==> config.mk <==
export PLATFORM = sky130hd
export DESIGN_NAME = eth_cmd_parser
export DESIGN_NICKNAME = d
export VERILOG_FILES = /design/src/rtl/ecp_pkg.sv /design/src/rtl/ecp_frame_track.sv /design/src/rtl/ecp_payload_router.sv /design/src/rtl/ecp_dispatch.sv /design/src/rtl/eth_cmd_parser.sv
export SDC_FILE = /design/constraint.sdc
export NUM_CORES = 1
export LEC_CHECK = 0
export ABC_AREA = 1
export CAP_MARGIN = 10
export CORE_ASPECT_RATIO = 1.25
export CORE_UTILIZATION = 35
export DETAILED_ROUTE_END_ITERATION = 10
export GPL_TIMING_DRIVEN = 0
export PLACE_DENSITY_LB_ADDON = 0.25
export SLEW_MARGIN = 15
export SYNTH_ARGS = -nofsm -noshare
export SYNTH_HDL_FRONTEND = slang
export SYNTH_SLANG_ARGS = --single-unit
==> constraint.sdc <==
create_clock -name clk -period 5.75 [get_ports clk]
set_input_delay 0.8625 -clock clk [delete_from_list [all_inputs] [get_ports clk]]
set_output_delay 0.8625 -clock clk [all_outputs]
set_load 0.05 [all_outputs]
==> src/rtl/ecp_pkg.sv <==
package ecp_pkg;
  localparam int HDR_BYTES = 14;
  localparam int NUM_CH    = 4;
  localparam int CH_W      = 2;
  localparam logic [7:0] FT_NULL  = 8'h00;
  localparam logic [7:0] FT_POLL  = 8'h01;
  localparam logic [7:0] FT_WRITE = 8'h02;
  localparam logic [7:0] FT_READ  = 8'h03;
  localparam int MK_SOF  = 0;
  localparam int MK_EOF  = 1;
  localparam int MK_EOFE = 2;

  typedef struct packed {
    logic [15:0]     serial;
    logic [7:0]      ftype;
    logic [CH_W-1:0] chan;
    logic [2:0]      marks;
    logic [15:0]     size;
  } cmd_hdr_t;
endpackage

==> src/rtl/ecp_frame_track.sv <==
module ecp_frame_track
  import ecp_pkg::*;
(
  input  logic       clk,
  input  logic       rst,
  input  logic       rx_valid,
  input  logic [7:0] rx_data,
  input  logic       rx_first,
  input  logic       rx_last,
  input  logic       rx_err,
  output cmd_hdr_t   hdr,
  output logic       beat,
  output logic       pay_beat,
  output logic       beat_bad,
  output logic       end_ok
);
  localparam int IDX_W = $clog2(HDR_BYTES + 1);
  localparam logic [IDX_W-1:0] IDX_PAY  = IDX_W'(HDR_BYTES);
  localparam logic [IDX_W-1:0] IDX_LAST = IDX_W'(HDR_BYTES - 1);

  logic             in_frame_q;
  logic             bad_q;
  logic [IDX_W-1:0] idx_q;
  logic [IDX_W-1:0] cur_idx;
  logic             unused_hdr_bits;

  assign unused_hdr_bits = &{1'b0, rx_data[5:3]};

  always_comb begin
    beat     = rx_valid && (rx_first || in_frame_q);
    cur_idx  = rx_first ? '0 : idx_q;
    beat_bad = (rx_first ? 1'b0 : bad_q) || rx_err;
    pay_beat = beat && (cur_idx == IDX_PAY);
    end_ok   = beat && rx_last && !beat_bad && (cur_idx >= IDX_LAST);
  end

  always_ff @(posedge clk) begin
    if (rst) begin
      in_frame_q <= 1'b0;
      bad_q      <= 1'b0;
      idx_q      <= '0;
      hdr        <= '0;
    end else if (beat) begin
      in_frame_q <= !rx_last;
      bad_q      <= beat_bad;
      idx_q      <= (cur_idx == IDX_PAY) ? cur_idx : cur_idx + 1'b1;
      case (cur_idx)
        IDX_W'(0): hdr.serial[15:8] <= rx_data;
        IDX_W'(1): hdr.serial[7:0]  <= rx_data;
        IDX_W'(2): hdr.ftype        <= rx_data;
        IDX_W'(3): begin
          hdr.chan  <= rx_data[7:6];
          hdr.marks <= rx_data[2:0];
        end
        IDX_W'(4): hdr.size[15:8]   <= rx_data;
        IDX_W'(5): hdr.size[7:0]    <= rx_data;
        default: ;
      endcase
    end
  end
endmodule

==> src/rtl/ecp_payload_router.sv <==
module ecp_payload_router
  import ecp_pkg::*;
#(
  parameter int MAX_PAYLOAD = 8192
) (
  input  logic              clk,
  input  logic              rst,
  input  logic              new_frame,
  input  logic              beat_pay,
  input  logic [7:0]        rx_data,
  input  logic [CH_W-1:0]   chan,
  input  logic [2:0]        marks,
  input  logic [15:0]       size,
  output logic [NUM_CH-1:0] ch_valid,
  output logic [7:0]        ch_data,
  output logic              ch_first,
  output logic              ch_last,
  output logic              ch_lerr
);
  localparam int CNT_W = $clog2(MAX_PAYLOAD + 1);

  logic [CNT_W-1:0] pcount_q;
  logic [CNT_W-1:0] limit;
  logic             fwd;
  logic             at_end;

  always_comb begin
    limit  = (32'(size) > MAX_PAYLOAD) ? CNT_W'(MAX_PAYLOAD) : CNT_W'(size);
    fwd    = beat_pay && (pcount_q < limit);
    at_end = (pcount_q == limit - 1'b1);
  end

  always_ff @(posedge clk) begin
    if (rst)            pcount_q <= '0;
    else if (new_frame) pcount_q <= '0;
    else if (fwd)       pcount_q <= pcount_q + 1'b1;
  end

  for (genvar c = 0; c < NUM_CH; c++) begin : g_ch
    always_ff @(posedge clk) begin
      if (rst) ch_valid[c] <= 1'b0;
      else     ch_valid[c] <= fwd && (chan == CH_W'(c));
    end
  end

  always_ff @(posedge clk) begin
    if (rst) begin
      ch_data  <= '0;
      ch_first <= 1'b0;
      ch_last  <= 1'b0;
      ch_lerr  <= 1'b0;
    end else begin
      if (fwd) ch_data <= rx_data;
      ch_first <= fwd && marks[MK_SOF] && (pcount_q == '0);
      ch_last  <= fwd && at_end && (marks[MK_EOF] || marks[MK_EOFE]);
      ch_lerr  <= fwd && at_end && marks[MK_EOFE];
    end
  end
endmodule

==> src/rtl/ecp_dispatch.sv <==
module ecp_dispatch
  import ecp_pkg::*;
(
  input  logic            clk,
  input  logic            rst,
  input  logic            end_ok,
  input  logic [15:0]     serial,
  input  logic [7:0]      ftype,
  input  logic [CH_W-1:0] chan,
  input  logic [15:0]     size,
  output logic            rd_req_stb,
  output logic            ack_stb,
  output logic [15:0]     tx_serial,
  output logic [CH_W-1:0] tx_chan,
  output logic [15:0]     tx_size
);
  logic is_rd, is_wr;

  always_comb begin
    is_rd = end_ok && (ftype == FT_READ);
    is_wr = end_ok && (ftype == FT_WRITE);
  end

  always_ff @(posedge clk) begin
    if (rst) begin
      rd_req_stb <= 1'b0;
      ack_stb    <= 1'b0;
      tx_serial  <= '0;
      tx_chan    <= '0;
      tx_size    <= '0;
    end else begin
      rd_req_stb <= is_rd;
      ack_stb    <= is_wr;
      if (is_rd || is_wr) begin
        tx_serial <= serial;
        tx_chan   <= chan;
        tx_size   <= size;
      end
    end
  end
endmodule

==> src/rtl/eth_cmd_parser.sv <==
module eth_cmd_parser
  import ecp_pkg::*;
#(
  parameter int MAX_PAYLOAD = 8192
) (
  input  logic        clk,
  input  logic        rst,
  input  logic        rx_valid,
  input  logic [7:0]  rx_data,
  input  logic        rx_first,
  input  logic        rx_last,
  input  logic        rx_err,
  output logic [3:0]  ch_valid,
  output logic [7:0]  ch_data,
  output logic        ch_first,
  output logic        ch_last,
  output logic        ch_lerr,
  output logic        rd_req_stb,
  output logic        ack_stb,
  output logic [15:0] tx_serial,
  output logic [1:0]  tx_chan,
  output logic [15:0] tx_size
);
  cmd_hdr_t hdr;
  logic     beat, pay_beat, beat_bad, end_ok;
  logic     new_frame, beat_pay;

  assign new_frame = beat && rx_first;
  assign beat_pay  = pay_beat && !beat_bad && (hdr.ftype == FT_WRITE);

  ecp_frame_track u_track (
    .clk(clk), .rst(rst),
    .rx_valid(rx_valid), .rx_data(rx_data), .rx_first(rx_first),
    .rx_last(rx_last), .rx_err(rx_err),
    .hdr(hdr), .beat(beat), .pay_beat(pay_beat),
    .beat_bad(beat_bad), .end_ok(end_ok)
  );

  ecp_payload_router #(.MAX_PAYLOAD(MAX_PAYLOAD)) u_route (
    .clk(clk), .rst(rst),
    .new_frame(new_frame), .beat_pay(beat_pay), .rx_data(rx_data),
    .chan(hdr.chan), .marks(hdr.marks), .size(hdr.size),
    .ch_valid(ch_valid), .ch_data(ch_data),
    .ch_first(ch_first), .ch_last(ch_last), .ch_lerr(ch_lerr)
  );

  ecp_dispatch u_disp (
    .clk(clk), .rst(rst), .end_ok(end_ok),
    .serial(hdr.serial), .ftype(hdr.ftype), .chan(hdr.chan), .size(hdr.size),
    .rd_req_stb(rd_req_stb), .ack_stb(ack_stb),
    .tx_serial(tx_serial), .tx_chan(tx_chan), .tx_size(tx_size)
  );
endmodule

==> flow_summary.ini <==
[power_and_ir_drop]
p_per_area_nw_per_um2 = 299.2
p_leak_nw = 2.739
ir_drop_mv = 0.1820

[synth]
synth_top_area_cell = dfxtp_1
yosysSeqAreaShare = 0.4317
synth_area_um2 = 5379
synth_ff_type = dfxtp_1
syn_inst = 725
ys_warn_count = 0
synth.area.top_cells = dfxtp_1 43%, o21ai_0 9.8%, a21oi_1 8.3%
synth-edff-count = 0
ys_types = 44
synth_seq_cells = 116
synth_top_area_share = 0.4317
async_reset_ff_frac = 0
syn-num-nets = 761
avgSynthCellArea_um2 = 7.419

[final_layout]
layout-drive-gt1-share = 0.07552
syn2layout_area_growth_pct = 27.96
final_area_um2 = 6883
nets = 844
n_antenna_cell = 0

[sta]
clock.fmax_mhz = 335.3
skew_ns = 0.009963
final.setup.tns_ns = 0
setup_viol = 0
hold_viol_final = 0
slew_violations = 0
setup_ws_ns = 2.768
rsz0062_at_grt = false
fin_crit_sh = 0.5186
slew-limit-headroom = 0.5256
fin_crit_ns = 2.982
worst_pin_slew_ns = 0.7042

[clock_network]
clk_latency_ns = 0.42
clk_path_buf_depth = 2
cts-buffers-inserted = 17
clock-sinks = 116
post_cts_buffers = 0
cts_resized = 0
path_clk_slew_ns = 0.06
cts_root_buf = clkbuf_16
cts_tree = yes
htree_levels = 4
ctsHoldBuffers = 0

[worst_hold_path]
min_to = u_track.idx_q[1]
hold_path_depth = 2
min_path_type = reg -> reg
hp-start = u_track.idx_q[1]

[place]
place_congestion = 0.8887
placed_area_um2 = 6247
portBuffers = 64
place_ws_ns = 2.359
hpwlAfterDp_um = 11470

[global_route]
grt_pass1_wl_um = 24550
antenna_found_initial = 0
grt.busiest_layer = met2
grt_max_degree = 17
met3_usage = 0.04428
use_met2 = 0.3613
grt_usage = 0.2016
grt_pass1_vias = 4856
met1_usage = 0.2315
overflow = 0

[critical_path]
crit_type = in -> reg
cp_common_cell = nor2_1
crit_chain = clkdlybuf4s50_1, nor2_1, inv_1, ha_1, inv_1, nor2_1, inv_1, nor2_1, nand2_1, nor2_2, nand2_2, inv_2, buf_6, nand3_1, nor2_1
reg2reg_to = u_route.pcount_q[1]
worstReg2RegStart = u_track.hdr[8]
ff2ff_path_depth = 17
critPathMaxStageDelay_ns = 0.64
crit_path_max_fanout = 10
setup.worst_path.end_class = register
critPathArrivalTime_ns = 3.33
cp_data_required_time_ns = 6.09
slowest_stage = clkdlybuf4s50_1
worstSetupStartpointType = input pin
rrSetupSlack_ns = 2.77

[floorplanning]
die_h_um = 140.6
rows = 50
start_util = 0.3583
die_x_um = 112.9
dieArea_um2 = 15870
coreArea_um2 = 15010
io_pins = 65

[routing]
vias_per_cell = 5.067
drc_errors = 0
drt_iter0_drc = 231
wire_per_inst_um = 15.45
totalWireLength_um = 15500
num_vias = 5082
antenna_left = 0
firstDrtPassIters = 4

[flow_run]
timing.max_cap.violations = 0

[status]
status = completed
[state kept, by name (all words and copies together), names as in the netlist, 2 cells and up]
register	flops
u_route.ch_valid	4
u_track.hdr	45
u_route.pcount_q	14
u_disp.tx_serial	16
u_route.ch_data	8
u_track.idx_q	4
u_disp.tx_chan	2
u_disp.tx_size	16
[area by class of cell]
type | instances | area (um^2)
inverter | 96 | 360.3
sequential | 116 | 2322
timing repair buffer | 64 | 640.6
clock inverter | 11 | 175.2
buffer | 29 | 137.6
tap | 182 | 227.7
multi-input combinational | 484 | 2559
fill | 1535 | 8132
clock buffer | 21 | 460.4
[synth_stat cells (3+ instances only)]
cell,count
inv_1,90
nand3_1,27
nand4_1,13
inv_2,5
nor4_1,8
a21oi_1,89
o21ai_1,3
nor2_2,5
xor2_1,3
nor2_1,72
buf_6,3
ha_1,22
dfxtp_1,116
nand2_2,4
nand2_1,89
buf_2,5
o21ai_0,105
nor3_1,15
clkbuf_1,19
[report_power, final]
group          internal, mW  switching (mW)  total, mW
Combinational        0.0349          0.0703      0.105
Clock                 0.750           0.383       1.13
Sequential            0.817         0.00508      0.822
Total                  1.60           0.458       2.06
[routing by layer]
layer	vias up	share of wire
li1	2586	-
met4	0	0.026
met5	-	0
met2	117	0.50
met1	2351	0.43
met3	28	0.039
[metrics by stage]
stage	util	cells	power [mW]	hold WS [ns]
2_1_floorplan	-	725	0.9029	0.4198
3_3_place_gp	0.4161	971	0.9424	0.4433
3_5_place_dp	0.4161	971	0.9432	0.4472
4_1_cts	0.4584	1003	2.068	0.4576
5_1_grt	0.4584	1003	2.120	0.4714
6_report	0.4584	1003	2.059	0.4543
[layout by cell type, fill, tap and decap left out, types with 5 or more instances in the layout]
cell type / count
nor3_1: 15
buf_2: 5
nand3_1: 27
nor4_1: 8
clkbuf_1: 21
nor2_2: 5
dfxtp_1: 116
clkdlybuf4s50_1: 64
ha_1: 22
a21oi_1: 89
o21ai_0: 105
clkbuf_16: 17
inv_1: 90
inv_2: 5
nand4_1: 13
nand2_1: 89
clkinvlp_4: 5
nor2_1: 72
[worst max path at each step]
stage                         start                   to  slack [ns]  cells after the start
floorplan            u_track.hdr[1]  u_route.pcount_q[9]        3.36                     19
global placement           rx_first   u_disp.tx_size[10]        2.37                     10
detailed placement         rx_first    u_disp.tx_size[5]        2.36                     10
CTS                        rx_first   u_disp.tx_size[13]        2.76                     10
global route        u_track.hdr[11]  u_route.pcount_q[4]        2.49                     19
finish                     rx_first      u_route.ch_last        2.77                     15
[worst max-delay path, delay by kind of cell]
family / cells / cell delay (ns)
adders and majority gates: 1 / 0.15
buffers and inverters: 6 / 1.26
and+or+nand+nor: 8 / 1.04
[logic make-up (layout without fill, tap and decap cells)]
group,count (synthesis),count (layout),share of synthesized area
compound gates,213,213,0.2096
fa+ha+maj,22,22,0.05117
buf+inv,125,221,0.09258
simple gates,243,243,0.2026
xor+xnor,6,6,0.01233
flops,116,116,0.4317
No activity file was read; power rests on OpenSTA's default activity.
